--- config.mk ---
export PLATFORM = sky130hd
export DESIGN_NAME = dcHitReader
export DESIGN_NICKNAME = d
export VERILOG_FILES = /design/src/rtl/dcHitReaderPkg.sv /design/src/rtl/dcHitReaderCtrl.sv /design/src/rtl/dcHitReaderDp.sv /design/src/rtl/dcHitReader.sv
export SDC_FILE = /design/constraint.sdc
export NUM_CORES = 1
export LEC_CHECK = 0
export BUFFER_PORTS_ARGS = -buffer_cell sky130_fd_sc_hd__buf_2
export CELL_PAD_IN_SITES_DETAIL_PLACEMENT = 0
export CELL_PAD_IN_SITES_GLOBAL_PLACEMENT = 1
export CORE_UTILIZATION = 34
export CTS_BUF_LIST = sky130_fd_sc_hd__clkbuf_2
export CTS_CLUSTER_DIAMETER = 60
export CTS_CLUSTER_SIZE = 12
export DETAILED_ROUTE_END_ITERATION = 10
export PLACE_DENSITY_LB_ADDON = 0.12
export SETUP_SLACK_MARGIN = 0.3
export SLEW_MARGIN = 20
export SYNTH_ARGS = -nofsm -noshare
export SYNTH_HDL_FRONTEND = slang
export SYNTH_HIERARCHICAL = 1
export SYNTH_SLANG_ARGS = --single-unit
--- constraint.sdc ---
create_clock -name clk -period 3 [get_ports clk]
set_input_delay 0 -clock clk [delete_from_list [all_inputs] [get_ports clk]]
set_output_delay 0 -clock clk [all_outputs]
set_load 0.01 [all_outputs]
--- src/rtl/dcHitReaderPkg.sv ---
package dcHitReaderPkg;

  typedef enum logic [2:0] {
    S_IDLE,
    S_SCAN,
    S_LOOKUP,
    S_STREAM,
    S_DONE
  } rdState_t;

  // strobes from control to datapath
  typedef struct packed {
    logic takeReq;   // latch request, clear index
    logic probe;     // read count bank and pointer for current index
    logic loadList;  // capture count/pointer, issue first hit read
    logic nextHit;   // issue next hit read
    logic stepIdx;   // move to next low-bit value
  } ctrlStrobe_t;

  // status from datapath to control
  typedef struct packed {
    logic maskHit;    // current index matches the request
    logic idxLast;    // current index is the final one
    logic cntZero;    // fetched count is zero
    logic hitLastNow; // hit on the output is the final one of its value
    logic anyHit;     // request produced at least one hit so far
  } dpStatus_t;

endpackage

--- src/rtl/dcHitReaderCtrl.sv ---
module dcHitReaderCtrl
  import dcHitReaderPkg::*;
(
  input  logic        clk,
  input  logic        rstN,
  input  logic        reqValid,
  input  dpStatus_t   st,
  output ctrlStrobe_t stb,
  output logic        reqReady,
  output logic        hitValid,
  output logic        idLast,
  output logic        empty
);

  rdState_t state, stateNext;

  always_ff @(posedge clk or negedge rstN) begin
    if (!rstN) state <= S_IDLE;
    else       state <= stateNext;
  end

  always_comb begin
    stateNext = state;
    stb       = '0;
    reqReady  = 1'b0;
    hitValid  = 1'b0;
    idLast    = 1'b0;
    empty     = 1'b0;
    unique case (state)
      S_IDLE: begin
        reqReady = 1'b1;
        if (reqValid) begin
          stb.takeReq = 1'b1;
          stateNext   = S_SCAN;
        end
      end
      S_SCAN: begin
        if (st.maskHit) begin
          stb.probe = 1'b1;
          stateNext = S_LOOKUP;
        end else if (st.idxLast) begin
          stateNext = S_DONE;
        end else begin
          stb.stepIdx = 1'b1;
        end
      end
      S_LOOKUP: begin
        if (!st.cntZero) begin
          stb.loadList = 1'b1;
          stateNext    = S_STREAM;
        end else if (st.idxLast) begin
          stateNext = S_DONE;
        end else begin
          stb.stepIdx = 1'b1;
          stateNext   = S_SCAN;
        end
      end
      S_STREAM: begin
        hitValid = 1'b1;
        if (!st.hitLastNow) begin
          stb.nextHit = 1'b1;
        end else if (st.idxLast) begin
          stateNext = S_DONE;
        end else begin
          stb.stepIdx = 1'b1;
          stateNext   = S_SCAN;
        end
      end
      S_DONE: begin
        idLast    = 1'b1;
        empty     = !st.anyHit;
        stateNext = S_IDLE;
      end
      default: stateNext = S_IDLE;
    endcase
  end

endmodule

--- src/rtl/dcHitReaderDp.sv ---
module dcHitReaderDp
  import dcHitReaderPkg::*;
#(
  parameter int ID_W  = 14,
  parameter int CNT_W = 5,
  parameter int PTR_W = 10
) (
  input  logic                   clk,
  input  logic                   rstN,
  input  ctrlStrobe_t            stb,
  output dpStatus_t              st,
  input  logic [ID_W-1:0]        reqId,
  input  logic [1:0]             reqDc,
  output logic [7:0]             bankRdEn,
  output logic [ID_W-4:0]        bankRdAddr,
  input  logic [8*CNT_W-1:0]     bankRdData,
  output logic                   ptrRdEn,
  output logic [ID_W-1:0]        ptrRdAddr,
  input  logic [PTR_W-1:0]       ptrRdData,
  output logic                   hitRdEn,
  output logic [PTR_W-1:0]       hitRdAddr,
  output logic                   ovfFlag
);

  localparam int LOW_W = 3;
  localparam int BANKS = 1 << LOW_W;
  localparam int UP_W  = ID_W - LOW_W;

  logic [UP_W-1:0]  upReg;
  logic [BANKS-1:0] maskReg, maskNext;
  logic [LOW_W-1:0] idx;
  logic [CNT_W-1:0] cnt, off, cntSel;
  logic [PTR_W-1:0] ptr;
  logic [PTR_W:0]   sum;
  logic             anyHit;

  // values whose kept low bits agree with the request
  logic [LOW_W-1:0] keepBits;
  assign keepBits = LOW_W'((LOW_W+1)'((1 << LOW_W) - 1) << reqDc);

  for (genvar gi = 0; gi < BANKS; gi++) begin : g_mask
    assign maskNext[gi] = ((LOW_W'(gi) ^ reqId[LOW_W-1:0]) & keepBits) == '0;
  end

  assign cntSel = bankRdData[idx*CNT_W +: CNT_W];
  assign sum    = stb.loadList ? {1'b0, ptrRdData}
                               : {1'b0, ptr} + (PTR_W+1)'(off) + (PTR_W+1)'(1);

  always_ff @(posedge clk or negedge rstN) begin
    if (!rstN) begin
      upReg   <= '0;
      maskReg <= '0;
      idx     <= '0;
      cnt     <= '0;
      off     <= '0;
      ptr     <= '0;
      anyHit  <= 1'b0;
      ovfFlag <= 1'b0;
    end else begin
      if (stb.takeReq) begin
        upReg   <= reqId[ID_W-1:LOW_W];
        maskReg <= maskNext;
        idx     <= '0;
        anyHit  <= 1'b0;
      end
      if (stb.stepIdx) idx <= idx + 1'b1;
      if (stb.loadList) begin
        cnt    <= cntSel;
        ptr    <= ptrRdData;
        off    <= '0;
        anyHit <= 1'b1;
      end
      if (stb.nextHit) off <= off + 1'b1;
      if (stb.loadList || stb.nextHit) ovfFlag <= sum[PTR_W];
    end
  end

  for (genvar gb = 0; gb < BANKS; gb++) begin : g_bank
    assign bankRdEn[gb] = stb.probe && (idx == LOW_W'(gb));
  end

  assign bankRdAddr = upReg;
  assign ptrRdEn    = stb.probe;
  assign ptrRdAddr  = {upReg, idx};
  assign hitRdEn    = stb.loadList | stb.nextHit;
  assign hitRdAddr  = sum[PTR_W-1:0];

  assign st.maskHit    = maskReg[idx];
  assign st.idxLast    = (idx == LOW_W'(BANKS - 1));
  assign st.cntZero    = (cntSel == '0);
  assign st.hitLastNow = (off == cnt - 1'b1);
  assign st.anyHit     = anyHit;

endmodule

--- src/rtl/dcHitReader.sv ---
module dcHitReader
  import dcHitReaderPkg::*;
#(
  parameter int ID_W  = 14,
  parameter int CNT_W = 5,
  parameter int PTR_W = 10,
  parameter int HIT_W = 32
) (
  input  logic                 clk,
  input  logic                 rstN,
  input  logic                 reqValid,
  output logic                 reqReady,
  input  logic [ID_W-1:0]      reqId,
  input  logic [1:0]           reqDc,
  output logic [7:0]           bankRdEn,
  output logic [ID_W-4:0]      bankRdAddr,
  input  logic [8*CNT_W-1:0]   bankRdData,
  output logic                 ptrRdEn,
  output logic [ID_W-1:0]      ptrRdAddr,
  input  logic [PTR_W-1:0]     ptrRdData,
  output logic                 hitRdEn,
  output logic [PTR_W-1:0]     hitRdAddr,
  input  logic [HIT_W-1:0]     hitRdData,
  output logic                 hitValid,
  output logic [HIT_W-1:0]     hitData,
  output logic                 hitLast,
  output logic                 hitOvf,
  output logic                 idLast,
  output logic                 empty
);

  ctrlStrobe_t stb;
  dpStatus_t   st;
  logic        ovfFlag;

  dcHitReaderCtrl u_ctrl (
    .clk      (clk),
    .rstN     (rstN),
    .reqValid (reqValid),
    .st       (st),
    .stb      (stb),
    .reqReady (reqReady),
    .hitValid (hitValid),
    .idLast   (idLast),
    .empty    (empty)
  );

  dcHitReaderDp #(.ID_W(ID_W), .CNT_W(CNT_W), .PTR_W(PTR_W)) u_dp (
    .clk        (clk),
    .rstN       (rstN),
    .stb        (stb),
    .st         (st),
    .reqId      (reqId),
    .reqDc      (reqDc),
    .bankRdEn   (bankRdEn),
    .bankRdAddr (bankRdAddr),
    .bankRdData (bankRdData),
    .ptrRdEn    (ptrRdEn),
    .ptrRdAddr  (ptrRdAddr),
    .ptrRdData  (ptrRdData),
    .hitRdEn    (hitRdEn),
    .hitRdAddr  (hitRdAddr),
    .ovfFlag    (ovfFlag)
  );

  assign hitData = hitRdData;
  assign hitLast = hitValid & st.hitLastNow;
  assign hitOvf  = hitValid & ovfFlag;

endmodule

Word-level counts from Yosys, hierarchy flattened
Index checks and enable logic that the tools add are counted.
{"block": "op_classes", "mux": 33, "n_shift": 2, "n_eq_ne": 15, "n_mul": 1, "n_bitwise": 18, "div": 0, "n_reduce_logical": 25, "magnitude_cmp": 1, "add_sub_neg": 5}
{"cell": "40-bit by 7-bit variable part select with 5-bit output", "n": 1}
{"cell": "3-bit logical NOT", "n": 10}
{"cell": "3-bit AND", "n": 8}
{"cell": "3-bit 2-to-1 mux", "n": 8}
{"cell": "1-bit 2-to-1 mux", "n": 19}
{"cell": "3-bit == test (second input constant)", "n": 5}
{"cell": "3-bit by 2-bit == test with 1-bit output (second input constant)", "n": 4}
{"cell": "3-bit one-hot mux with 4 select lines", "n": 1}
{"cell": "10-bit by 5-bit adder with 11-bit output", "n": 1}
{"cell": "11-bit by 1-bit adder with 11-bit output (second input constant)", "n": 1}
{"cell": "11-bit 2-to-1 mux", "n": 1}
{"cell": "5-bit 2-to-1 mux", "n": 2}
{"cell": "1-bit logical AND", "n": 8}
{"cell": "3-bit by 1-bit == test with 1-bit output (second input constant)", "n": 2}
{"cell": "3-bit by 3-bit multiplier with 6-bit output (second input constant)", "n": 1}
{"cell": "2-bit inverter", "n": 3}
{"cell": "2-bit nonzero test", "n": 3}
{"cell": "5-bit by 1-bit adder with 5-bit output (second input constant)", "n": 1}
{"cell": "5-bit == test", "n": 1}
{"cell": "5-bit logical NOT", "n": 1}
{"cell": "5-bit by 1-bit subtractor with 5-bit output (second input constant)", "n": 1}
{"cell": "3-bit by 4-bit less-than comparator with 1-bit output (second input constant)", "n": 1}
{"cell": "2-bit inequality test (second input constant)", "n": 2}
{"cell": "3-bit by 1-bit adder with 3-bit output (second input constant)", "n": 1}
{"cell": "11 further kinds", "n": 14}
{"block": "word_totals", "elab_cells": 109, "inputBits": 101, "out_inout_bits": 83, "ff_bits": 47, "mem_count": 0, "mem_bits_ro": 0, "latchBits": 0, "ram_bits": 0}

Longest topological paths before layout
Gate-level depths: netlist of the first run.
{"block": "logic_depth", "depth_word": 7, "depth_mapped": 13, "ltp_nobuf": 12}

Hierarchy
Netlist of the first run, hierarchy kept.
{"module": "dcHitReaderDp", "cells_each": 292, "seq_area_each_um2": 1101.1, "area_per_inst_um2": 2956.6, "instances": 1}
{"module": "dcHitReaderCtrl", "cells_each": 32, "seq_area_each_um2": 75.1, "area_per_inst_um2": 276.5, "instances": 1}
{"module": "dcHitReader", "cells_each": 34, "seq_area_each_um2": 0.0, "area_per_inst_um2": 252.7, "instances": 1}

Worst setup path after synthesis of the first run
No wires, ideal clock.
{"block": "synth_path", "kind": "reg2out", "from": "register u_dp.idx[2]", "to": "output hitRdAddr[5]", "required_time_ns": 3.000, "slack_ns": 0.408, "t_arrival_ns": 2.592, "n_path_buf": 6, "path_stages_with_launch": 14, "cell_sequence": "dfrtp_1 > clkbuf_1 > buf_2 > mux4_2 > mux2i_1 > nand4_1 > nor2_1 > nor4b_1 > clkbuf_1 > buf_2 > buf_1 > nand2_1 > o31ai_1 > buf_4"}
{"item": "start: declaration", "line": "dcHitReaderDp.sv:31", "rtl": "logic [LOW_W-1:0] idx;"}
{"item": "start signal: assignment", "line": "dcHitReaderDp.sv:66", "rtl": "if (stb.stepIdx) idx <= idx + 1'b1;"}
{"item": "end: declaration", "line": "dcHitReader.sv:22", "rtl": "output logic [PTR_W-1:0] hitRdAddr,"}

==> results of run 1 <==
## cell type report
class,count,area (µm²)
Tap cell,133,166
Fill cell,946,5190
Inverter,22,86.3
Clock inverter,3,23.8
Timing Repair Buffer,192,1340
Sequential cell,47,1180
Clock buffer,5,25.0
Multi-Input combinational cell,220,1860
## worst max-delay path: cells and delay by family (launching register included)
kind          cells  cell delay [ns]
simple gates      5             0.97
mux               2             0.70
buf+inv           3             0.42
flops             1             0.49
## worst max path at each step
stage,start,to,slack [ns],depth (start not counted)
CTS,u_dp/idx[0],hitRdAddr[6],-0.09,10
global placement,u_dp/idx[0],hitRdAddr[6],0.30,11
global route,u_dp/idx[0],hitRdAddr[8],-0.20,10
floorplan,u_dp/idx[2],hitRdAddr[5],0.41,13
finish,u_dp/idx[0],hitRdAddr[6],-0.02,10
detailed placement,u_dp/idx[2],hitRdAddr[6],0.15,10
## repair_timing
item	4_1_cts	5_1_grt
endpoints found under the setup margin	12	32
hold endpoints to repair	66	0
gates cloned	4	0
resized for setup	31	30
pin swaps	13	9
buffers inserted	17	7
hold buffers	34	0
## cells in the final DEF, fill, tap and decap left out, drive strengths merged, types with 7 or more instances in the layout
master       netlist  final
o2bb2ai            8      8
inv               21     22
mux2              13     13
and2               9      9
nor2              14     14
nor2b              7      7
nand2b             9      9
dlygate4sd3        0     34
nand2             27     27
o31ai              7      7
mux4              12     12
a21oi             14     14
o21ai             18     18
buf               62    158
ha                13     13
dfrtp             47     47
## logic make-up after synthesis
kind of cell / after synthesis / synth area share
muxes: 31 / 0.144
and+or+nand+nor: 104 / 0.163
buffers and inverters: 91 / 0.161
AOI/OAI and AO/OA: 63 / 0.122
adders and majority gates: 14 / 0.0524
DFF: 47 / 0.337
xor gates and xnor gates: 8 / 0.0201
## cell usage after synthesis (2+ instances only)
cell | n | area (µm²)
ha_1 | 13 | 163
nor2b_1 | 6 | 37.5
o21ai_1 | 3 | 15.0
mux4_2 | 5 | 113
a221oi_1 | 2 | 17.5
a21oi_1 | 13 | 65.1
nor3b_1 | 3 | 22.5
nor4_1 | 4 | 25.0
and2_1 | 9 | 56.3
nand2b_1 | 9 | 56.3
mux4_1 | 7 | 184
xnor2_1 | 6 | 52.6
buf_4 | 55 | 413
nand3_1 | 6 | 30.0
o31ai_1 | 7 | 52.6
dfrtp_1 | 47 | 1180
xor2_1 | 2 | 17.5
a21o_1 | 4 | 30.0
nand2_1 | 27 | 101
or3_1 | 2 | 12.5
nor2_1 | 14 | 52.6
and3_1 | 5 | 31.3
nor3_1 | 6 | 30.0
o2bb2ai_1 | 8 | 70.1
mux2_2 | 13 | 146
mux2i_1 | 6 | 60.1
or4b_1 | 2 | 20.0
clkbuf_1 | 7 | 26.3
inv_1 | 20 | 75.1
a211oi_1 | 2 | 15.0
nand3b_1 | 2 | 15.0
buf_2 | 5 | 25.0
nand4_1 | 4 | 25.0
o21ai_0 | 15 | 75.1
## flip-flops by register name (all words and copies together), names as in the netlist
register	count
u_dp/bankRdAddr	11
u_dp/ptr	10
u_dp/idx	3
u_dp/maskReg	8
u_ctrl/state	3
u_dp/ovfFlag	1
u_dp/off	5
u_dp/cnt	5
u_dp/anyHit	1
## layer usage
metal	up-vias	GRT usage	share of wire
met5	-	0	0
met4	0	0.0423	0.0075
met3	9	0.0316	0.043
met2	89	0.323	0.53
met1	1460	0.201	0.42
li1	1468	-	-
## report_power, final
group | internal [mW] | switching, mW | total (mW)
Clock | 0.0596 | 0.245 | 0.304
Sequential | 0.918 | 0.306 | 1.22
Combinational | 1.47 | 1.27 | 2.74
Total | 2.45 | 1.82 | 4.27
## per-stage QoR
stage	hold WS (ns)	TNS (ns)
floorplan	-0.296	0
global placement	0.0000686	0
detailed placement	0.0000686	0
CTS	0.0000686	-0.262
global route	0.0000202	-0.882
finish	0.00000444	-0.0530
==> impl_metrics.json, run 1 <==
{
  "status": "complete, but fails checks",
  "violations": "negative setup slack",
  "grt_pass1_vias": 3015,
  "r2r_setup_slack_ns": 0.36,
  "fin_cells": 622,
  "hpwl_mm": 6.32,
  "cp.arrival_ns": 3.02,
  "antenna_found_initial": 0,
  "fin_crit_ns": 3.02,
  "io_buffers": 119,
  "hold_class": "primary input to primary output",
  "gp_congestion": 0.749,
  "drive_gt1_frac": 0.458,
  "fin_util": 0.474,
  "ir_drop_mv": 0.329,
  "first_iter_violations": 66,
  "hold_path_startpoint": "hitRdData[16]",
  "max_stage_delay_ns": 0.52,
  "numCtsBuffers": 5,
  "critPathCaptureType": "primary output",
  "clock_path_buffers": 2,
  "path_class": "flip-flop to primary output",
  "reg2reg_to": "u_ctrl/state[1]",
  "synthDistinctLibCells": 53,
  "cts_root_buffer": "clkbuf_2",
  "detail_route.vias_per_cell": 4.86,
  "cts_tree": "done",
  "start_util": 0.353,
  "syn-num-nets": 473,
  "crit_path_top_delay_cell": "mux4_2",
  "worstPathCellList": "buf_12 > mux4_2 > mux2i_2 > nand4_1 > nor2_2 > nor4b_4 > buf_6 > or4b_1 > nand3_1 > buf_2",
  "setup_violations": 3,
  "synthCells": 358,
  "core_area_um2": 9860,
  "num_rows": 36,
  "relSlewSlack": 0.422,
  "grt_overflow": 0,
  "ioPinCount": 184,
  "totalWireLength_mm": 9.05,
  "final_max_slew_viol_count": 0,
  "whs_path_depth": 0,
  "power_density_nw_per_um2": 913,
  "placedCellCount": 552,
  "clock-sinks": 47,
  "reg2regPathDepth": 11,
  "drtPass1Iterations": 4,
  "grt_max_degree": 37,
  "min_to": "hitData[16]",
  "syn_to_final_growth_pct": 34.2,
  "skew_ns": 0.0252,
  "fin_crit_sh": 1.01,
  "syn_area_um2": 3490,
  "leakagePower_nw": 2.26,
  "grt_pass1_wl_mm": 14.1,
  "clock_latency_ns": 0.47,
  "num_vias": 3026,
  "timing.rr.start": "u_dp/idx[0]",
  "die_w_um": 103,
  "tightest_slew_ns": 0.867,
  "fmax_mhz": 331,
  "critPathLaunchType": "flip-flop",
  "ant_nets": 0,
  "grt_setup_unrepaired": "yes",
  "cts.clk_slew.worst_paths_ns": 0.25,
  "grt_use_total": 0.172,
  "htreeDepth": 2,
  "die_area_um2": 10700,
  "async_reset_ff_frac": 1.00,
  "design_area_um2": 4680,
  "crit_path_max_fanout": 6,
  "synth_edf_count": 0,
  "p_total_mw": 4.27,
  "antenna_cells": 0,
  "synth.avg_cell_area_um2": 9.74,
  "drv_cap": 0,
  "ys_seq_elements": 47,
  "placed_cell_area_um2": 3870,
  "post_drt_wl_per_cell_um": 14.5,
  "cp_data_required_time_ns": 3.00,
  "hold_viol_final": 0,
  "yosysSeqAreaShare": 0.337,
  "drc": 0,
  "setup_slack_ns": -0.0237,
  "die_h_um": 103,
  "pre_cts_ws_ns": 0.152,
  "synthFlopType": "dfrtp_1",
  "yosysWarnings": 6,
  "fin_nets": 603
}
No activity file was read; power rests on OpenSTA's default activity.
==> inputs of run 2 (changes only) <==
--- a/config.mk
+++ b/config.mk
@@ -6,7 +6,7 @@
 export NUM_CORES = 1
 export LEC_CHECK = 0
 export BUFFER_PORTS_ARGS = -buffer_cell sky130_fd_sc_hd__buf_2
-export CELL_PAD_IN_SITES_DETAIL_PLACEMENT = 0
+export CELL_PAD_IN_SITES_DETAIL_PLACEMENT = 1
 export CELL_PAD_IN_SITES_GLOBAL_PLACEMENT = 1
 export CORE_UTILIZATION = 34
 export CTS_BUF_LIST = sky130_fd_sc_hd__clkbuf_2
@@ -15,6 +15,7 @@
 export DETAILED_ROUTE_END_ITERATION = 10
 export PLACE_DENSITY_LB_ADDON = 0.12
 export SETUP_SLACK_MARGIN = 0.3
+export SKIP_CTS_REPAIR_TIMING = 1
 export SLEW_MARGIN = 20
 export SYNTH_ARGS = -nofsm -noshare
 export SYNTH_HDL_FRONTEND = slang
==> run 2 against run 1 <==
Effect of this change: the flow still finishes with violations (negative setup slack); clock-buffer cell count unchanged; via count up 0.33%; final cell count fell by 0.96%; sequential power barely moved; maximum frequency shrank 4.8%; final area decreased by 1.8%; worst setup slack got worse by 0.15 ns; global-route usage fell by 0.30 points; critical path type unchanged.
==> impl_metrics.json, run 2 (same netlist as run 1, synthesis figures left out) <==
{
  "critPathCaptureType": "primary output",
  "cp.arrival_ns": 3.18,
  "crit_path_max_fanout": 7,
  "cp_data_required_time_ns": 3.00,
  "drv_cap": 0,
  "violations": "negative setup slack",
  "gp_congestion": 0.749,
  "start_util": 0.353,
  "fin_nets": 597,
  "setup_slack_ns": -0.176,
  "placed_cell_area_um2": 3870,
  "hold_viol_final": 0,
  "status": "complete, but fails checks",
  "num_vias": 3036,
  "die_h_um": 103,
  "fin_cells": 616,
  "hold_class": "primary input to primary output",
  "antenna_cells": 0,
  "grt_overflow": 0,
  "path_class": "flip-flop to primary output",
  "cts_root_buffer": "clkbuf_2",
  "largest_reg_flops": 11,
  "fmax_mhz": 315,
  "grt_pass1_vias": 2929,
  "grt_setup_unrepaired": "yes",
  "numCtsBuffers": 5,
  "die_w_um": 103,
  "tns_ns": -0.503,
  "ant_nets": 0,
  "drive_gt1_frac": 0.418,
  "p_int_mw": 2.45,
  "num_rows": 36,
  "power_density_nw_per_um2": 934,
  "grt_pass1_wl_mm": 13.9,
  "grt_max_degree": 37,
  "post_drt_wl_per_cell_um": 16.1,
  "setup_violations": 3,
  "grt_use_total": 0.169,
  "totalWireLength_mm": 9.92,
  "seqPwrFrac": 0.289,
  "antenna_found_initial": 0,
  "first_iter_violations": 92,
  "placedCellCount": 552,
  "most-common-layout-cells": "buf_2 (119), dfrtp_1 (46), dlygate4sd3_1 (34)",
  "clock_path_buffers": 2,
  "combPwrFrac": 0.620,
  "fin_crit_sh": 1.06,
  "detail_route.vias_per_cell": 4.93,
  "htreeDepth": 2,
  "tightest_slew_ns": 0.880,
  "cts_tree": "done",
  "core_area_um2": 9860,
  "relSlewSlack": 0.414,
  "pre_cts_ws_ns": 0.114,
  "ir_drop_mv": 0.318,
  "design_area_um2": 4590,
  "syn_to_final_growth_pct": 31.8,
  "drtPass1Iterations": 4,
  "p_clk_frac": 0.091,
  "final_max_slew_viol_count": 0,
  "cts.clk_slew.worst_paths_ns": 0.29,
  "ioPinCount": 184,
  "leakagePower_nw": 2.22,
  "io_buffers": 119,
  "clock-sinks": 47,
  "drc": 0,
  "switching_share": 0.429,
  "p_switching_mw": 1.84,
  "p_total_mw": 4.29,
  "die_area_um2": 10700,
  "fin_crit_ns": 3.18,
  "critPathLaunchType": "flip-flop",
  "skew_ns": 0.0203,
  "clock_latency_ns": 0.47,
  "final_common_cell": "buf_2",
  "hpwl_mm": 6.89
}
run 2: cell count changes in the layout (fill, tap and decap cells not counted), sizes merged:
| cell | change |
|---|---|
| bufinv | +1 |
| clkinvlp | -3 |
| clkinv | +2 |
| nor4b | +1 |
| clkbuf | +2 |
| buf | -9 |
run 2: routing by layer:
metal,GRT usage,part of all wire,vias up,routed length (µm)
met2,0.308,0.53,85,5240
met3,0.0383,0.039,11,390
met4,0.0379,0.013,0,129
li1,-,-,1454,-
met5,0,0,-,0
met1,0.203,0.42,1486,4150
run 2: worst paths after layout:
kind                                     from           end  slack [ns]  depth (start not counted)
worst max register to register    u_dp/idx[0]   u_dp/idx[0]        0.31                         11
worst min register to register    u_dp/anyHit   u_dp/anyHit        0.53                          1
max in group asynchronous                rstN   u_dp/off[0]        2.14                          3
worst max-delay path              u_dp/idx[0]  hitRdAddr[6]       -0.18                         10
min in group asynchronous                rstN   u_dp/anyHit        0.14                          2
worst min-delay path            hitRdData[16]   hitData[16]    0.000004                          0
run 2: final cells by class:
cell class / count / area [µm²]
Fill cell: 1135 / 5270
Clock inverter: 3 / 47.5
Clock buffer: 5 / 25.0
Sequential cell: 47 / 1180
Inverter: 22 / 82.6
Tap cell: 133 / 166
Multi-Input combinational cell: 221 / 1850
Timing Repair Buffer: 185 / 1250
run 2: per-stage QoR:
step	utilization	hold slack, ns
floorplan	-	-0.296
global placement	0.392	0.0000686
detailed placement	0.392	0.0000686
CTS	0.400	-0.399
global route	0.466	0.0000202
finish	0.466	0.00000444
run 2: critical path, stage by stage (launching register included):
cell and delay, ns:
dfrtp_1 0.49, buf_12 0.15, mux4_2 0.51, mux2i_2 0.19, nand4_1 0.20, nor2_4 0.20, nor4b_4 0.09, buf_6 0.16
or4b_1 0.49, nand3_1 0.09, buf_2 0.13
run 2: power by group through the flow:
stage               combinational (mW)  sequential [mW]  clock (mW)
floorplan                         1.84             1.17           0
global placement                  2.19             1.22           0
detailed placement                2.24             1.23           0
CTS                               2.25             1.22       0.402
global route                      2.95             1.29       0.424
finish                            2.66             1.24       0.390
==> inputs of run 3 (changes only) <==
--- a/config.mk
+++ b/config.mk
@@ -16,6 +16,7 @@
 export PLACE_DENSITY_LB_ADDON = 0.12
 export SETUP_SLACK_MARGIN = 0.3
 export SKIP_CTS_REPAIR_TIMING = 1
+export SKIP_LAST_GASP = 1
 export SLEW_MARGIN = 20
 export SYNTH_ARGS = -nofsm -noshare
 export SYNTH_HDL_FRONTEND = slang
==> run 3 against run 2 <==
Effect of this change: the run still ends with negative setup slack left; final cell count unchanged; register-to-register slack hardly changed; clock power is essentially flat; clock-buffer cell count unchanged; final area down 0.11%; worst hold slack unchanged; worst setup slack got worse by 0.0046 ns; clock skew fell by 0.00079 ns; first-iteration DRC count is 2.2% higher; maximum frequency fell by 0.14%; non-clock buffer count stayed put; die area unchanged; highest routed layer unchanged.
==> impl_metrics.json, run 3 (same netlist as run 1, synthesis figures left out) <==
{
  "largest_reg_flops": 11,
  "ir_drop_mv": 0.317,
  "totalWireLength_mm": 9.91,
  "cts_tree": "done",
  "critPathCaptureType": "primary output",
  "pre_cts_ws_ns": 0.114,
  "fin_nets": 597,
  "grt_pass1_wl_mm": 13.9,
  "cp_data_required_time_ns": 3.00,
  "fin_crit_sh": 1.06,
  "clock_path_buffers": 2,
  "final_common_cell": "buf_2",
  "r2r_setup_slack_ns": 0.31,
  "ant_nets": 0,
  "setup_violations": 3,
  "whs_path_depth": 0,
  "relSlewSlack": 0.415,
  "hold_class": "primary input to primary output",
  "fin_cells": 616,
  "gp_congestion": 0.749,
  "clock-sinks": 47,
  "crit_path_max_fanout": 7,
  "cts.clk_slew.worst_paths_ns": 0.29,
  "setup_slack_ns": -0.181,
  "fillCellCount": 1135,
  "design_area_um2": 4590,
  "io_buffers": 119,
  "start_util": 0.353,
  "num_rows": 36,
  "clock_latency_ns": 0.46,
  "drc": 0,
  "grt_max_degree": 37,
  "skew_ns": 0.0196,
  "tightest_slew_ns": 0.878,
  "placedCellCount": 552,
  "fmax_mhz": 314,
  "die_h_um": 103,
  "hpwl_mm": 6.89,
  "num_vias": 3037,
  "p_total_mw": 4.29,
  "fin_util": 0.465,
  "power_density_nw_per_um2": 934,
  "post_drt_wl_per_cell_um": 16.1,
  "antenna_found_initial": 0,
  "most-common-layout-cells": "buf_2 (119), dfrtp_1 (46), dlygate4sd3_1 (34)",
  "leakagePower_nw": 2.22,
  "grt_pass1_vias": 2929,
  "htreeDepth": 2,
  "hold_viol_final": 0,
  "die_area_um2": 10700,
  "cts_root_buffer": "clkbuf_2",
  "final_max_slew_viol_count": 0,
  "numCtsBuffers": 5,
  "reg2regPathDepth": 11,
  "status": "complete, but fails checks",
  "core_area_um2": 9860,
  "placed_cell_area_um2": 3870,
  "ioPinCount": 184,
  "grt_overflow": 0,
  "grt_use_total": 0.169,
  "grt_setup_unrepaired": "yes",
  "detail_route.vias_per_cell": 4.93,
  "critPathLaunchType": "flip-flop",
  "final-seq-area_um2": 1180,
  "antenna_cells": 0,
  "fin_crit_ns": 3.18,
  "violations": "negative setup slack",
  "syn_to_final_growth_pct": 31.7,
  "first_iter_violations": 94,
  "multiInputGateArea_um2": 1840,
  "path_class": "flip-flop to primary output",
  "drive_gt1_frac": 0.416,
  "drv_cap": 0,
  "cp.arrival_ns": 3.18,
  "die_w_um": 103,
  "drtPass1Iterations": 4
}
[run 3: layer usage]
layer	track usage	wire length, µm
met5	0	0
met4	0.0379	129
met3	0.0383	367
met2	0.308	5240
met1	0.203	4170
[run 3: power by group]
group	internal (mW)	switching (mW)
clock	0.146	0.245
combinational	1.39	1.27
sequential	0.916	0.325
[run 3: layout make-up]
class                           instances  area share
Sequential cell                        47       0.257
Inverter                               22      0.0180
Clock buffer                            5     0.00545
Clock inverter                          3      0.0104
Timing Repair Buffer                  185       0.272
Multi-Input combinational cell        221       0.401
Tap cell                              133      0.0363
[run 3: final timing paths]
check,from,endpoint
worst max-delay path,u_dp/idx[0],hitRdAddr[6]
worst min-delay path,hitRdData[16],hitData[16]
worst max register to register,u_dp/idx[0],u_dp/idx[0]
min in group asynchronous,rstN,u_dp/anyHit
worst min register to register,u_dp/anyHit,u_dp/anyHit
max in group asynchronous,rstN,u_dp/off[0]
[run 3: stage by stage]
| step | hold WS, ns | TNS, ns |
|---|---|---|
| floorplan | -0.296 | 0 |
| global placement | 0.0000686 | 0 |
| detailed placement | 0.0000686 | 0 |
| CTS | -0.399 | -2.83 |
| global route | 0.0000202 | -1.63 |
| finish | 0.00000444 | -0.517 |
[run 3: critical path: stages, from the launching register on]
cell and delay (ns):
dfrtp_1 0.49, buf_12 0.15, mux4_2 0.51, mux2i_2 0.19, nand4_1 0.20, nor2_4 0.20
nor4b_4 0.09, buf_6 0.16, or4b_1 0.49, nand3_1 0.09, buf_2 0.13
